## src/rtl/pslp_pkg.sv

```systemverilog
package pslp_pkg;

    localparam int OSC_MODE_W = 2;
    localparam int CAUSE_W    = 3;

    typedef enum logic [OSC_MODE_W-1:0] {
        OSC_LP = 2'd0,
        OSC_XT = 2'd1,
        OSC_HS = 2'd2,
        OSC_RC = 2'd3
    } osc_mode_e;

    typedef enum logic [CAUSE_W-1:0] {
        CS_POR      = 3'd0,
        CS_XRST_RUN = 3'd1,
        CS_XRST_SLP = 3'd2,
        CS_WDT_RST  = 3'd3,
        CS_WDT_WAKE = 3'd4,
        CS_BOR      = 3'd5,
        CS_PWAKE    = 3'd6
    } cause_e;

    typedef enum logic [3:0] {
        EV_NONE,
        EV_POR,
        EV_BOR,
        EV_XRST_RUN,
        EV_XRST_SLP,
        EV_WDT_RST,
        EV_WDT_WAKE,
        EV_PWAKE,
        EV_SLEEP,
        EV_CLRWDT
    } evt_e;

    typedef struct packed {
        logic to;
        logic pd;
    } flags_t;

    typedef struct packed {
        logic   load;
        cause_e code;
    } cause_upd_t;

    localparam flags_t FLAGS_RESET = '{to: 1'b1, pd: 1'b1};

    // New flag pair for a classified event, given the present pair.
    function automatic flags_t next_flags(evt_e ev, flags_t cur);
        flags_t n;
        n = cur;
        unique case (ev)
            EV_POR, EV_BOR, EV_CLRWDT: n = '{to: 1'b1, pd: 1'b1};
            EV_SLEEP:                  n = '{to: 1'b1, pd: 1'b0};
            EV_WDT_RST:                n = '{to: 1'b0, pd: 1'b1};
            EV_WDT_WAKE:               n = '{to: 1'b0, pd: 1'b0};
            default:                   n = cur;
        endcase
        return n;
    endfunction

    // Cause code update; sleep and clear-watchdog leave it alone.
    function automatic cause_upd_t cause_of(evt_e ev);
        cause_upd_t u;
        u = '{load: 1'b1, code: CS_POR};
        unique case (ev)
            EV_POR:      u.code = CS_POR;
            EV_BOR:      u.code = CS_BOR;
            EV_XRST_RUN: u.code = CS_XRST_RUN;
            EV_XRST_SLP: u.code = CS_XRST_SLP;
            EV_WDT_RST:  u.code = CS_WDT_RST;
            EV_WDT_WAKE: u.code = CS_WDT_WAKE;
            EV_PWAKE:    u.code = CS_PWAKE;
            default:     u.load = 1'b0;
        endcase
        return u;
    endfunction

    function automatic logic ev_exits_sleep(evt_e ev);
        return (ev == EV_POR) || (ev == EV_BOR) || (ev == EV_XRST_SLP) ||
               (ev == EV_WDT_WAKE) || (ev == EV_PWAKE);
    endfunction

    function automatic logic ev_is_wake(evt_e ev);
        return (ev == EV_WDT_WAKE) || (ev == EV_PWAKE);
    endfunction

    function automatic logic ev_clears_wdt(evt_e ev);
        return (ev == EV_SLEEP) || (ev == EV_CLRWDT);
    endfunction

    function automatic logic osc_is_crystal(logic [OSC_MODE_W-1:0] mode);
        return osc_mode_e'(mode) != OSC_RC;
    endfunction

endpackage

```

## src/rtl/pslp_evt_decode.sv

```systemverilog
module pslp_evt_decode
    import pslp_pkg::*;
#(
    parameter int WAKE_W = 8
) (
    input  logic              por_evt,
    input  logic              bor_evt,
    input  logic              xrst_evt,
    input  logic              wdt_timeout,
    input  logic [WAKE_W-1:0] wake_vec,
    input  logic              sleep_stb,
    input  logic              clrwdt_stb,
    input  logic              asleep,
    output evt_e              evt
);

    logic wake_any;

    assign wake_any = |wake_vec;

    // Fixed priority: supply events, external reset, watchdog,
    // peripheral wake (asleep only), then the two instruction strobes
    // (running only).
    always_comb begin
        evt = EV_NONE;
        if (por_evt) begin
            evt = EV_POR;
        end else if (bor_evt) begin
            evt = EV_BOR;
        end else if (xrst_evt) begin
            evt = asleep ? EV_XRST_SLP : EV_XRST_RUN;
        end else if (wdt_timeout) begin
            evt = asleep ? EV_WDT_WAKE : EV_WDT_RST;
        end else if (asleep) begin
            if (wake_any) begin
                evt = EV_PWAKE;
            end
        end else if (sleep_stb) begin
            evt = EV_SLEEP;
        end else if (clrwdt_stb) begin
            evt = EV_CLRWDT;
        end
    end

endmodule

```

## src/rtl/pslp_flag_unit.sv

```systemverilog
module pslp_flag_unit
    import pslp_pkg::*;
(
    input  logic   clk,
    input  logic   rst,
    input  evt_e   evt,
    output flags_t flags,
    output cause_e cause
);

    flags_t     flags_q;
    cause_e     cause_q;
    cause_upd_t upd;

    assign upd = cause_of(evt);

    always_ff @(posedge clk) begin
        if (rst) begin
            flags_q <= FLAGS_RESET;
            cause_q <= CS_POR;
        end else begin
            flags_q <= next_flags(evt, flags_q);
            if (upd.load) begin
                cause_q <= upd.code;
            end
        end
    end

    assign flags = flags_q;
    assign cause = cause_q;

endmodule

```

## src/rtl/pslp_pwr_unit.sv

```systemverilog
module pslp_pwr_unit
    import pslp_pkg::*;
(
    input  logic                  clk,
    input  logic                  rst,
    input  evt_e                  evt,
    input  logic [OSC_MODE_W-1:0] osc_mode,
    output logic                  asleep,
    output logic                  wdt_clr,
    output logic                  wake_req,
    output logic                  ost_req
);

    logic asleep_q;
    logic wdt_clr_q;
    logic wake_q;
    logic ost_q;

    always_ff @(posedge clk) begin
        if (rst) begin
            asleep_q  <= 1'b0;
            wdt_clr_q <= 1'b0;
            wake_q    <= 1'b0;
            ost_q     <= 1'b0;
        end else begin
            wdt_clr_q <= ev_clears_wdt(evt);
            wake_q    <= ev_is_wake(evt);
            ost_q     <= ev_is_wake(evt) && osc_is_crystal(osc_mode);
            if (evt == EV_SLEEP) begin
                asleep_q <= 1'b1;
            end else if (ev_exits_sleep(evt)) begin
                asleep_q <= 1'b0;
            end
        end
    end

    assign asleep   = asleep_q;
    assign wdt_clr  = wdt_clr_q;
    assign wake_req = wake_q;
    assign ost_req  = ost_q;

endmodule

```

## src/rtl/pslp_ctrl.sv

```systemverilog
module pslp_ctrl
    import pslp_pkg::*;
#(
    parameter int WAKE_W = 8
) (
    input  logic              clk,
    input  logic              rst,
    input  logic              sleep_stb,
    input  logic              clrwdt_stb,
    input  logic              wdt_timeout,
    input  logic [WAKE_W-1:0] wake_vec,
    input  logic [1:0]        osc_mode,
    input  logic              por_evt,
    input  logic              xrst_evt,
    input  logic              bor_evt,
    output logic              to_flag,
    output logic              pd_flag,
    output logic              osc_drv_en,
    output logic              wdt_clr,
    output logic              wake_req,
    output logic              ost_req,
    output logic [2:0]        rst_cause
);

    evt_e   evt;
    flags_t flags;
    cause_e cause;
    logic   asleep;

    pslp_evt_decode #(.WAKE_W(WAKE_W)) u_decode (
        .por_evt    (por_evt),
        .bor_evt    (bor_evt),
        .xrst_evt   (xrst_evt),
        .wdt_timeout(wdt_timeout),
        .wake_vec   (wake_vec),
        .sleep_stb  (sleep_stb),
        .clrwdt_stb (clrwdt_stb),
        .asleep     (asleep),
        .evt        (evt)
    );

    pslp_flag_unit u_flags (
        .clk  (clk),
        .rst  (rst),
        .evt  (evt),
        .flags(flags),
        .cause(cause)
    );

    pslp_pwr_unit u_pwr (
        .clk     (clk),
        .rst     (rst),
        .evt     (evt),
        .osc_mode(osc_mode),
        .asleep  (asleep),
        .wdt_clr (wdt_clr),
        .wake_req(wake_req),
        .ost_req (ost_req)
    );

    assign to_flag    = flags.to;
    assign pd_flag    = flags.pd;
    assign rst_cause  = cause;
    assign osc_drv_en = ~asleep;

endmodule

```

## config.mk

```make
export PLATFORM = sky130hd
export DESIGN_NAME = pslp_ctrl
export DESIGN_NICKNAME = d
export VERILOG_FILES = /design/src/rtl/pslp_pkg.sv /design/src/rtl/pslp_evt_decode.sv /design/src/rtl/pslp_flag_unit.sv /design/src/rtl/pslp_pwr_unit.sv /design/src/rtl/pslp_ctrl.sv
export SDC_FILE = /design/constraint.sdc
export NUM_CORES = 1
export LEC_CHECK = 0
export BUFFER_PORTS_ARGS = -buffer_cell sky130_fd_sc_hd__buf_2
export CAP_MARGIN = 0
export CORE_MARGIN = 1
export CORE_UTILIZATION = 30
export DETAILED_ROUTE_END_ITERATION = 6
export GPL_TIMING_DRIVEN = 0
export PLACE_DENSITY = 0.66
export SKIP_CTS_REPAIR_TIMING = 1
export SYNTH_ARGS = -nofsm -noshare
export SYNTH_HDL_FRONTEND = slang
export SYNTH_SLANG_ARGS = --single-unit
```

## constraint.sdc

```tcl
create_clock -name clk -period 4.5 [get_ports clk]
set_input_delay 0.9 -clock clk [delete_from_list [all_inputs] [get_ports clk]]
set_output_delay 0.9 -clock clk [all_outputs]
set_load 0.01 [all_outputs]
```

=== Word-level counts from Yosys, hierarchy flattened ===
Index checks and enable logic that the tools add are counted.

* Flip-flop bits (word level): 9
* Input port bits: 18
* Logic and storage cells: 45

* Equal/unequal tests: 10
* Mux-type cells: 15
* Bitwise operators: 1
* Reduce and logical (&&, ||, !) cells: 12

{| class="wikitable"
|+ Operator list
! operator !! number
|-
| $mux 4 || 7
|-
| $pmux 3 s6 || 1
|-
| $eq 4x3->1 const B || 4
|-
| $eq 4x2->1 const B || 2
|-
| $eq 4x4->1 const B || 2
|-
| $pmux 2 s4 || 1
|-
| $reduce_or 8->1 || 1
|-
| $reduce_or 7->1 || 1
|-
| $logic_or 1x1->1 || 6
|-
| $mux 3 || 2
|-
| $eq 4x1->1 const B || 1
|-
| $reduce_bool 4->1 || 1
|-
| $mux 1 || 3
|-
| $reduce_or 3->1 || 1
|-
| $mux 2 || 1
|-
| $ne 2x2->1 const B || 1
|-
| $reduce_bool 2->1 || 1
|-
| $logic_and 1x1->1 || 1
|-
| $not 1->1 || 1
|}

=== Longest topological paths before layout ===
* Depth after elaboration: 14
* Mapped depth: 6

=== Modules after synthesis ===
From an unflattened synthesis, not the netlist that was laid out.

* Cell total of the unflattened synthesis: 72
* Area, all modules: 603.1 um^2

{| class="wikitable"
|+ Modules (own cells, without submodules)
! module !! times used !! cells an instance !! area each (um^2) !! sequential area each (um^2)
|-
| pslp_flag_unit || 1 || 40 || 302.8 || 100.1
|-
| pslp_pwr_unit || 1 || 14 || 177.7 || 80.1
|-
| pslp_evt_decode || 1 || 17 || 118.9 || 0.0
|-
| pslp_ctrl || 1 || 1 || 3.8 || 0.0
|}

=== Least setup slack after synthesis ===
OpenSTA, ideal clock, no wires.

* Path kind: in2reg
* Start point: input wake_vec[7]
* End point: register u_flags.cause_q[0] (netlist: u_flags.cause[0])
* Setup time: 0.120 ns
* Data arrival time: 2.608 ns
* Setup slack: 1.772 ns
* Cell stages on the path: 6
* Path through: or4_4 o2111ai_2 and3b_1 buf_2 mux2_1 a211o_1

* Longest elaborated chain between the ends: 10

{| class="wikitable"
|+ Ends and longest elaborated chain
! element !! line !! RTL
|-
| from (decl) || pslp_ctrl.sv:11 || <nowiki>input logic [WAKE_W-1:0] wake_vec,</nowiki>
|-
| $reduce_or 8->1 (*) || pslp_evt_decode.sv:19 || <nowiki>assign wake_any = |wake_vec;</nowiki>
|-
| $mux 3 (*) || pslp_evt_decode.sv:35 || <nowiki>if (wake_any) begin</nowiki>
|-
| $mux 4 (*) || pslp_evt_decode.sv:34 || <nowiki>end else if (asleep) begin</nowiki>
|-
| $mux 4 (*) || pslp_evt_decode.sv:32 || <nowiki>end else if (wdt_timeout) begin</nowiki>
|-
| $mux 4 (*) || pslp_evt_decode.sv:30 || <nowiki>end else if (xrst_evt) begin</nowiki>
|-
| $mux 4 (*) || pslp_evt_decode.sv:28 || <nowiki>end else if (bor_evt) begin</nowiki>
|-
| $mux 4 (*) || pslp_evt_decode.sv:26 || <nowiki>if (por_evt) begin</nowiki>
|-
| $eq 4x2->1 (tied with other cells) || pslp_pkg.sv:66 || <nowiki>unique case (ev)</nowiki>
|-
| $reduce_or 7->1 (no source line) || -- ||
|-
| $mux 1 || pslp_pkg.sv:66 ||
|-
| to (signal assigned) || pslp_flag_unit.sv:24 || <nowiki>cause_q <= upd.code;</nowiki>
|-
| to (decl) || pslp_flag_unit.sv:12 || <nowiki>cause_e cause_q;</nowiki>
|}

Every way passes the cells marked *; elsewhere a longest branch is shown, timed or not.
A chain may end at the register's enable or synchronous reset.

=== Final worst setup path ===
Ends and elaborated chain as after synthesis.

==> flow_summary.ini <==
[yosys]
synth.distinct_cells = 30
synthTopCellsByArea = dfxtp_1 (33%), a21oi_1 (5.5%), o311ai_4 (4.8%), a211o_1 (4.8%), or4_1 (4.1%)
synth.mux.area_fraction = 0.0205
netlist_area_um2 = 549
synthAdderAreaFrac = 0
synth-xor-area-share = 0
synthCells = 60
synth_compound_area_frac = 0.287
post-synth-top-area-cell = dfxtp_1
yosysSeqAreaShare = 0.328
synth_top_family_by_area = simple AND/OR/NAND/NOR gates
syn_avg_cell_area_um2 = 9.15
synth-seq-cells = 9
synth-simple-area-share = 0.321
synth_top_area_frac = 0.328
synth_nets = 78
yosys_warnings = 0

[floorplanning]
top_level_ports = 27
num_rows = 15
start_util = 0.318
die-area_um2 = 2010
dieHeight_um = 44.8
core_um2 = 1730
die_w_um = 44.8

[critical_path]
cp.required_ps = 4650
worstPathArrival_ps = 2800
worstPathBufferInverterCount = 2
start_kind = input port
cp-end-kind = flip-flop
critPathTopFamily = simple AND/OR/NAND/NOR gates
cp_common_cell = buf_2
crit_slowest_cell = or4_4
cp_max_fo = 8
crit_type = in -> reg
cpPeakStageDelay_ps = 570
crit_chain = buf_2 > or4_4 > o2111ai_2 > and3b_1 > buf_2 > mux2_1 > a211o_1

[clocking]
cts_buffer_depth = 2
cts.sinks = 9
clock-root-buffer = clkbuf_4
path_clk_slew_ps = 60
htreeDepth = 1
numCtsBuffers = 3
clk_latency_ps = 260
cts_tree = built

[place]
portBuffers = 26
placed_area_um2 = 711
dpl.hpwl_um = 976
gp_congestion = 0.736
dpl.cell_count = 111
place_ws_ps = 1560

[global_routing]
grt_max_degree = 11
antenna_found_initial = 0
overflow = 0
grt_pass1_vias = 476
grt_pass1_wl_um = 1960
grt_use_total = 0.136

[sta]
rsz0062_at_grt = no
final_max_slew_viol_count = 0
worstMarginPinSlew_ps = 426
setup_ws_ps = 1850
fin_worst_skew_ps = 6.42
finalSetupViolCount = 0
max_freq_mhz = 378
period_needed_ps = 2650
hold_violations = 0
setup_tns_ps = 0
fin_hold_ws_ps = 501
relSlewSlack = 0.716
post-route-period-util = 0.588

[final_layout]
drive_gt1_frac = 0.422
nets = 109
mostFrequentLayoutCells = buf_2 (27), dfxtp_1 (9), a21oi_1 (6)
final_common_cell = buf_2
diodes = 0
design_area_um2 = 737
fin_util = 0.427
layoutNonFillerInstCount = 115
area_growth_pct = 34.2

[detailed_routing]
drc = 0
via_per_inst = 4.95
vias = 569
firstDrtPassIters = 4
wl_per_cell_um = 10.9
antenna_left = 0
drtIter0Drc = 9
wl_um = 1250

[hold_path]
min_path_type = reg -> reg

[run_status]
outcome = finished, final reports clean

[job]
cap_violations = 0

[power_and_ir_drop]
p_per_area_nw_per_um2 = 241
total_leakage_power_nw = 0.304
peakVddDrop_mv = 0.0994
power.total_uw = 178
[registers in the layout, indices dropped and copies added, names as in the netlist]
signal          cells
u_pwr.wdt_clr       1
u_flags.cause       3
u_pwr.asleep        1
u_pwr.wake_req      1
u_flags.flags       2
u_pwr.ost_req       1
[layer usage]
layer	up-vias	global-route usage	routed length (um)
li1	293	-	-
met4	0	0.0364	0
met1	247	0.165	593
met5	-	0	0
met3	0	0.0600	85
met2	29	0.218	571
[cells in the mapped netlist]
master,instances
inv_1,3
nor3b_1,1
buf_2,1
and3b_1,1
a211oi_1,2
nor4_1,3
a21oi_1,6
or4b_1,1
a211o_1,3
nand4_1,1
o311ai_4,1
clkbuf_1,2
mux2_1,1
nor2_1,3
and2_2,1
a22o_4,1
nand2b_1,2
o21a_1,1
dfxtp_1,9
nor3_1,2
o21ai_1,1
nand2_1,3
o211ai_1,1
or4_4,2
nor3_2,1
or4_2,1
o2111ai_2,1
or4_1,3
a21boi_1,1
nor4b_1,1
[kinds of logic (layout without fill, tap and decap cells)]
group | count (synthesis) | count (layout)
and+or+nand+nor | 26 | 26
buffers and inverters | 6 | 36
DFF | 9 | 9
muxes | 1 | 1
AOI/OAI and AO/OA | 18 | 18
[area by class of cell]
cell class | count | area (um^2)
fillers | 191 | 990
multi-input cells | 45 | 345
flip-flops and latches | 9 | 180
repair buffers | 26 | 130
well taps | 25 | 31.3
clock buffers | 4 | 26.3
plain buffers | 3 | 12.5
inverters | 3 | 11.3
[worst min-delay path: stages, from the launching register on]
cell	delay, ps
dfxtp_1	310
o211ai_1	80
a21oi_1	70
[path summary, 6_finish.rpt]
kind                         start                to  slack [ps]  cells after the start
setup / recovery       wake_vec[7]  u_flags.cause[0]        1850                      7
hold / removal    u_flags.cause[2]  u_flags.cause[2]         500                      2
setup reg to reg      u_pwr.asleep  u_flags.cause[0]        2650                      5
hold reg to reg   u_flags.cause[2]  u_flags.cause[2]         500                      2
[power by group]
part | internal [mW] | switching (mW)
sequential | 0.0818 | 0.000931
clock | 0.0342 | 0.0285
combinational | 0.0155 | 0.0170
total | 0.131 | 0.0464
(Power assumes the default switching activity.)
